<file path="config.mk">
export PLATFORM = sky130hd
export DESIGN_NAME = irda_pulse_modem
export DESIGN_NICKNAME = d
export VERILOG_FILES = /design/src/rtl/irda_modem_pkg.sv /design/src/rtl/baud_tick_gen.sv /design/src/rtl/ir_tx_shaper.sv /design/src/rtl/ir_rx_stretcher.sv /design/src/rtl/irda_pulse_modem.sv
export SDC_FILE = /design/constraint.sdc
export NUM_CORES = 1
export LEC_CHECK = 0
export ABC_CLOCK_PERIOD_IN_PS = 1940
export BUFFER_PORTS_ARGS = -buffer_cell sky130_fd_sc_hd__buf_2
export CORE_MARGIN = 2
export CORE_UTILIZATION = 56
export DETAILED_ROUTE_END_ITERATION = 16
export PLACE_DENSITY = 0.78
export SLEW_MARGIN = 20
export SYNTH_ARGS = -nofsm -noshare
export SYNTH_HDL_FRONTEND = slang
export SYNTH_HIERARCHICAL = 1
export SYNTH_SLANG_ARGS = --single-unit
export TNS_END_PERCENT = 1
</file>
<file path="constraint.sdc">
create_clock -name clk -period 1.94 [get_ports clk]
set_input_delay 0.291 -clock clk [delete_from_list [all_inputs] [get_ports clk]]
set_output_delay 0.291 -clock clk [all_outputs]
set_load 0.05 [all_outputs]
</file>
<file path="src/rtl/irda_modem_pkg.sv">
// Shared constants and the link-mode encoding for the infrared pulse modem.
package irda_modem_pkg;
    localparam int unsigned OVERSAMPLE  = 16;  // ticks per bit period
    localparam int unsigned PULSE_TICKS = 3;   // ticks of a zero-bit pulse
    typedef enum logic {
        MODE_NRZ = 1'b0,
        MODE_IR  = 1'b1
    } link_mode_e;
endpackage

</file>
<file path="src/rtl/baud_tick_gen.sv">
// Programmable divider producing a one-cycle oversample tick.
// Assumes div_value is static relative to clk; a value N divides by N+1.
module baud_tick_gen #(
    parameter int unsigned DIV_W = 12
) (
    input  logic             clk,
    input  logic             rst_n,
    input  logic [DIV_W-1:0] div_value,
    output logic             tick
);
    logic [DIV_W-1:0] count_q;

    // Count up to the divider value, then wrap and emit a tick.
    always_ff @(posedge clk) begin
        if (!rst_n) begin
            count_q <= '0;
            tick    <= 1'b0;
        end else if (count_q >= div_value) begin
            count_q <= '0;
            tick    <= 1'b1;
        end else begin
            count_q <= count_q + 1'b1;
            tick    <= 1'b0;
        end
    end

    // a zero setting ticks every cycle.
    assert_div_zero_every_cycle_R3: assert property (@(posedge clk) disable iff (!rst_n)
        (div_value == '0) |=> tick);

    // with a nonzero setting, a tick is never followed directly by another.
    assert_tick_isolated_R2: assert property (@(posedge clk) disable iff (!rst_n)
        (tick && div_value != '0) |=> !tick);
endmodule

</file>
<file path="src/rtl/ir_tx_shaper.sv">
// Converts NRZ transmit data into short pulses: a zero bit gives a pulse
// lasting PULSE_TICKS of the OVERSAMPLE ticks of a bit, and a one bit gives none.
// Assumes tick is a one-cycle enable. The bit value is sampled only at the
// first tick of each bit period.
module ir_tx_shaper #(
    parameter int unsigned OVERSAMPLE  = 16,
    parameter int unsigned PULSE_TICKS = 3
) (
    input  logic clk,
    input  logic rst_n,
    input  logic tick,
    input  logic tx_bit,
    output logic pulse
);
    localparam int unsigned        PH_W      = $clog2(OVERSAMPLE);
    localparam logic [PH_W-1:0]    LAST_PH   = PH_W'(OVERSAMPLE - 1);
    localparam logic [PH_W-1:0]    PULSE_END = PH_W'(PULSE_TICKS);

    logic [PH_W-1:0] phase_q;

    // Track the position of the current tick within the bit period.
    always_ff @(posedge clk) begin
        if (!rst_n)
            phase_q <= '0;
        else if (tick)
            phase_q <= (phase_q == LAST_PH) ? '0 : phase_q + 1'b1;
    end

    // Start a pulse for a zero bit at the first tick, and end it after PULSE_TICKS ticks.
    always_ff @(posedge clk) begin
        if (!rst_n)
            pulse <= 1'b0;
        else if (tick && phase_q == '0)
            pulse <= ~tx_bit;
        else if (tick && phase_q == PULSE_END)
            pulse <= 1'b0;
    end

    // a one bit sampled at the start of a period leaves the line dark.
    assert_one_bit_dark_R5: assert property (@(posedge clk) disable iff (!rst_n)
        (tick && phase_q == '0 && tx_bit) |=> !pulse);

    // a pulse only ends on a tick.
    assert_pulse_ends_on_tick_R4: assert property (@(posedge clk) disable iff (!rst_n)
        $fell(pulse) |-> $past(tick));

    // a pulse never extends past the early part of the bit period.
    assert_pulse_window_R4: assert property (@(posedge clk) disable iff (!rst_n)
        pulse |-> (phase_q >= 1 && phase_q <= PULSE_END));
endmodule

</file>
<file path="src/rtl/ir_rx_stretcher.sv">
// Rebuilds NRZ from active-high receive pulses. The input is synchronised
// with two flops, and each rising edge holds the output low for OVERSAMPLE ticks.
// Assumes pulses return low between bits, so that each bit gives a separate edge.
module ir_rx_stretcher #(
    parameter int unsigned OVERSAMPLE = 16
) (
    input  logic clk,
    input  logic rst_n,
    input  logic tick,
    input  logic ir_pulse_in,
    output logic nrz
);
    localparam int unsigned     CW       = $clog2(OVERSAMPLE + 1);
    localparam logic [CW-1:0]   HOLD_MAX = CW'(OVERSAMPLE);

    logic [2:0]    sync_q;
    logic [CW-1:0] hold_q;
    logic          rise;

    // Two synchroniser stages followed by one history stage for edge detection.
    always_ff @(posedge clk) begin
        if (!rst_n)
            sync_q <= '0;
        else
            sync_q <= {sync_q[1:0], ir_pulse_in};
    end

    assign rise = sync_q[1] & ~sync_q[2];

    // Load the hold counter on an edge, and count it down on ticks.
    always_ff @(posedge clk) begin
        if (!rst_n)
            hold_q <= '0;
        else if (rise)
            hold_q <= HOLD_MAX;
        else if (tick && hold_q != '0)
            hold_q <= hold_q - 1'b1;
    end

    assign nrz = (hold_q == '0);

    // a detected edge forces the rebuilt data low in the next cycle.
    assert_edge_pulls_low_R6: assert property (@(posedge clk) disable iff (!rst_n)
        rise |=> !nrz);

    // the output is released only when a tick is consumed.
    assert_release_on_tick_R6: assert property (@(posedge clk) disable iff (!rst_n)
        $rose(nrz) |-> $past(tick));
endmodule

</file>
<file path="src/rtl/irda_pulse_modem.sv">
// Top level: the baud divider, the pulse shaper, the pulse stretcher and the
// NRZ bypass. Assumes ir_mode and div_value are synchronous to clk.
module irda_pulse_modem
    import irda_modem_pkg::*;
#(
    parameter int unsigned DIV_W = 12
) (
    input  logic             clk,
    input  logic             rst_n,
    input  logic [DIV_W-1:0] div_value,
    input  logic             ir_mode,
    input  logic             tx_nrz_in,
    output logic             tx_ir_out,
    input  logic             rx_ir_in,
    output logic             rx_nrz_out,
    output logic             baud_tick
);
    logic tx_pulse;
    logic rx_rebuilt;

    baud_tick_gen #(.DIV_W(DIV_W)) div_i (
        .clk       (clk),
        .rst_n     (rst_n),
        .div_value (div_value),
        .tick      (baud_tick)
    );

    ir_tx_shaper #(.OVERSAMPLE(OVERSAMPLE), .PULSE_TICKS(PULSE_TICKS)) tx_i (
        .clk    (clk),
        .rst_n  (rst_n),
        .tick   (baud_tick),
        .tx_bit (tx_nrz_in),
        .pulse  (tx_pulse)
    );

    ir_rx_stretcher #(.OVERSAMPLE(OVERSAMPLE)) rx_i (
        .clk         (clk),
        .rst_n       (rst_n),
        .tick        (baud_tick),
        .ir_pulse_in (rx_ir_in),
        .nrz         (rx_rebuilt)
    );

    // Select the coded path or the plain NRZ bypass for each direction.
    assign tx_ir_out  = (ir_mode == MODE_IR) ? tx_pulse   : tx_nrz_in;
    assign rx_nrz_out = (ir_mode == MODE_IR) ? rx_rebuilt : rx_ir_in;
endmodule

</file>
# Yosys cells after proc, flatten, opt, wreduce, memory -nomap -nowiden
# Index checks and enable logic that the tools add are counted.
# Widths: inputs -> output; s select.
# classes
n_addsub	3
reduce_logical	10
eq_ne	2
n_mux	8
magnitude_cmp	1
bitwise	4
# ops
op	count
$add 12x1->12 const B	1
$ge 12x12->1	1
$mux 5	2
$logic_not 5->1	1
$mux 1	5
$reduce_bool 5->1	1
$sub 5x1->5 const B	1
$add 4x1->4 const B	1
$eq 4x2->1 const B	1
$eq 4x4->1 const B	1
$logic_not 4->1	1
$mux 4	1
$reduce_bool 2->1	2
$reduce_or 2->1	2
$logic_and 1x1->1	3
$not 1->1	3
$and 1x1->1	1
# word_totals
regBits	26
output_inout_bits	3

# Depth between registers and ports, before layout
# depth
word_depth	4
depth_mapped	7

# Hierarchy
# Netlist, hierarchy kept.
# by_module_without_submodules
module	area_per_inst_um2	instances	cells_each
baud_tick_gen	910.9	1	95
ir_rx_stretcher	336.6	1	36
ir_tx_shaper	252.7	1	27
irda_pulse_modem	22.5	1	2

# Least setup slack after synthesis
# Ideal clock, no wire load.
# synth_timing
path_kind	reg2out
start	reg rx_i.hold_q[0]
end	out rx_nrz_out
stages_incl_launch_ff	7
t_arrival_ns	1.439
slack_ns	0.210
path_cell_list	dfxtp_1 > inv_1 > ha_1 > or4b_1 > buf_2 > inv_1 > mux2_2
# synth_via
elab_chain_cells	2
# synth_lines
element	line	rtl
start: declaration	ir_rx_stretcher.sv:17	logic [CW-1:0] hold_q;
start signal: assignment	ir_rx_stretcher.sv:37	hold_q <= hold_q - 1'b1;
$logic_not 5->1	ir_rx_stretcher.sv:40	assign nrz = (hold_q == '0);
named net rx_rebuilt	irda_pulse_modem.sv:19	logic rx_rebuilt;
$mux 1	irda_pulse_modem.sv:46	assign rx_nrz_out = (ir_mode == MODE_IR) ? rx_rebuilt : rx_ir_in;
end: declaration	irda_pulse_modem.sv:15	output logic rx_nrz_out,
# The timed path passes the listed nets, and every way through them passes these cells.

# Worst setup path after layout
# Ends and elaborated chain as after synthesis.

==> summary.md <==
| Metric | Value |
|---|---|
| Share of power burned in registers | 58.8% |
| CP Buf/Inv Count | 3 |
| Peak Freq | 499 MHz |
| Remaining Overflow, GRT | 0 |
| Status | complete, but fails checks |
| CTS root buffer | clkbuf_4 |
| Combinational share of power | 12.0% |
| DRC | 0 |
| Clock Skew | 0.00174 ns |
| First-pass GRT wire length | 5110 um |
| Setup ws final | -0.0642 ns |
| Final hold vios | 0 |
| Register area share after synthesis | 34.2% |
| DIE AREA | 3150 um2 |
| Post-synthesis net count | 193 |
| Fill cells | 213 |
| Power Dens Cells | 530 nW/um2 |
| Vias in the first global route | 1,222 |
| Register area | 523 um2 |
| Total power draw | 0.938 mW |
| Drt pass-1 iters | 4 |
| Yosys warns | 6 |
| Sw Share | 24.3% |
| Routed len/inst | 13.5 um |
| Worst VDD drop | 0.658 mV |
| Worst setup SP type | flop |
| Drt first-iter violations | 30 |
| Minimum clock period after layout | 2.00 ns |
| # rows | 18 |
| Clk network pwr share | 29.1% |
| IO Pins | 20 |
| Area delta synth->final | 16.3% |
| Worst endpoint data arrival time | 1.71 ns |
| Post-synth EDFFs | 0 |
| DRT antenna net count | 0 |
| CTS Buf Count | 3 |
| Final Setup Violations | 1 |
| Worst-path fanout max | 2 |
| Max-slew violation count | 0 |
| Number of buffers added on ports | 19 |
| Slew margin rel. | 71.5% |
| Final GP Congestion | 0.764 |
| DR vias/cell | 5.66 |
| Area of the multi-input gates | 930 um2 |
| Slowest cell on crit path | or4b_4 |
| GRT Total Usage | 20.4% |
| TritonCTS Sinks | 26 |
| Top_reg_cell synth | dfxtp_1 |
| Pleak | 0.791 nW |
| Critical path required time | 1.65 ns |
| Setup CP Type | reg2out |
| Worst-path clk slew | 0.14 ns |
| Yosys cell types | 42 |
| Antenna Cells | 0 |
| H-tree depth | 1 |
| Core area | 2520 um2 |
| Hold Crit Class | in2reg |
| Initial antenna violation count | 0 |
| Die span in y | 56.1 um |
| Fin crit share | 103% |
| Max incr delay on CP | 0.46 ns |
| DP HPWL | 2210 um |
| Cell family with most CP delay | simple AND/OR/NAND/NOR gates |
| Layout cells sized above 1 | 31.2% |
| Asr flop ratio synth | 0% |
| TritonCTS clock tree | built |
| Clock latency on the worst-skew pair | 0.32 ns |
| Vias | 1,240 |
| Die X | 56.1 um |
| Drt total wl | 2960 um |
| Failing checks | negative setup slack |
| Post-Synthesis Cell Area | 1520 um2 |
| Switching pwr | 0.228 mW |
| Slew @ Worst Pin | 0.427 ns |
| Synthesized instance count | 160 |
| Avg Cell Area, Syn | 9.52 um2 |
| Initial Utilization | 60.4% |
| Synth Register Bits | 26 |
| CP Cell Sequence | inv_2 -> ha_4 -> or4b_4 -> inv_2 -> mux2_4 -> buf_8 |
| Largest net degree at the start of global routing | 16 |
| P_int | 0.710 mW |
| CP most frequent cell | inv_2 |
| Crit path capture type | output port |
| RSZ-0062 raised after global routing | yes |
| Fin nets | 223 |
| Post-CTS Hold Buffers | 0 |
| Clock Path Buffers | 2 |
| Max-cap violation count | 0 |
| Setup TNS | -0.0642 ns |
-- cell type report --
class	count	area share (%)
clock buffers	4	2.05
multi-input cells	112	52.5
inverters	19	4.03
flip-flops and latches	26	29.5
repair buffers	28	9.75
well taps	30	2.12
-- per-stage QoR --
stage	hold WS [ns]	instance area (um2)	util [%]	cells	setup WS [ns]
CTS	0.201	1760	69.6	217	-0.0429
global route	0.191	1770	70.2	219	-0.132
floorplan	0.408	1520	-	160	0.210
global placement	0.423	1670	66.3	211	0.176
finish	0.210	1770	70.2	219	-0.0642
detailed placement	0.436	1670	66.3	211	0.132
-- routing by layer --
| metal | vias to the layer above | routed length [um] | GRT usage, % |
|---|---|---|---|
| li1 | 623 | - | - |
| met1 | 579 | 1220 | 22.5 |
| met2 | 32 | 1570 | 38.3 |
| met3 | 6 | 131 | 4.88 |
| met4 | 0 | 42 | 5.78 |
| met5 | - | 0 | 0 |
-- power groups by stage --
stage	logic [mW]	clock network [mW]	registers (mW)
floorplan	0.0702	0	0.561
global placement	0.101	0	0.563
detailed placement	0.105	0	0.564
CTS	0.112	0.288	0.552
global route	0.125	0.308	0.554
finish	0.113	0.273	0.552
-- cells in the mapped netlist (2+ instances only) --
master	count	area share (%)
dfxtp_1	26	34
inv_1	18	4.4
ha_1	16	13
nor3_2	11	7.2
nand2_1	9	2.2
nand3_1	8	2.6
xnor2_1	7	4.0
a21oi_1	5	1.6
nor3_1	5	1.6
and2_1	4	1.6
xor2_1	4	2.3
a21o_1	3	1.5
nor3b_1	3	1.5
o21ai_0	3	0.99
a21boi_0	2	0.99
and3_1	2	0.82
and4_1	2	1.2
buf_2	2	0.66
mux2_2	2	1.5
mux2i_1	2	1.3
nand4_1	2	0.82
nor2_1	2	0.49
o21a_1	2	0.99
o31ai_1	2	0.99
-- worst paths after layout --
kind                                        start                to  slack [ns]  depth (start not counted)
worst max-delay path               rx_i/hold_q[0]        rx_nrz_out       -0.06                          6
worst min-delay path                     rx_ir_in    rx_i/sync_q[0]        0.21                          2
worst max register to register  div_i/count_q[10]  div_i/count_q[2]        0.19                          6
worst min register to register     rx_i/sync_q[0]    rx_i/sync_q[1]        0.46                          1
-- placed cells by master (no fill, tap or decap), types with 3 or more instances in the layout --
cell type	instances
ha_1	15
buf_2	18
inv_1	15
and2_1	4
nor3b_1	3
nor3_2	11
nand3_1	8
inv_2	4
o21ai_0	3
nor3_1	5
a21oi_1	5
a21o_1	3
buf_4	9
nand2_1	9
xor2_1	4
dfxtp_1	24
xnor2_1	7
clkbuf_4	3
-- state kept, by name (all words and copies together) (netlist names) --
signal	flops
tx_i/pulse	1
div_i/count_q	12
div_i/tick	1
rx_i/sync_q	3
tx_i/phase_q	4
rx_i/hold_q	5
-- cell families (layout without fill, tap and decap cells) --
logic type	after synthesis	after routing	share of synthesized area (%)
flops	26	26	34.2
compound gates	24	24	12.3
simple gates	57	57	25.1
buf+inv	22	51	6.08
xor+xnor	11	11	6.33
mux	4	4	2.79
fa+ha+maj	16	16	13.1
-- repair_timing --
action	in CTS	in global routing
endpoints found under the hold margin	0	0
endpoints found under the setup margin	1	1
gates resized for setup	12	0
pin swaps	1	0
buffers inserted	2	2
gates cloned	0	0
No activity file was read; power rests on OpenSTA's default activity.
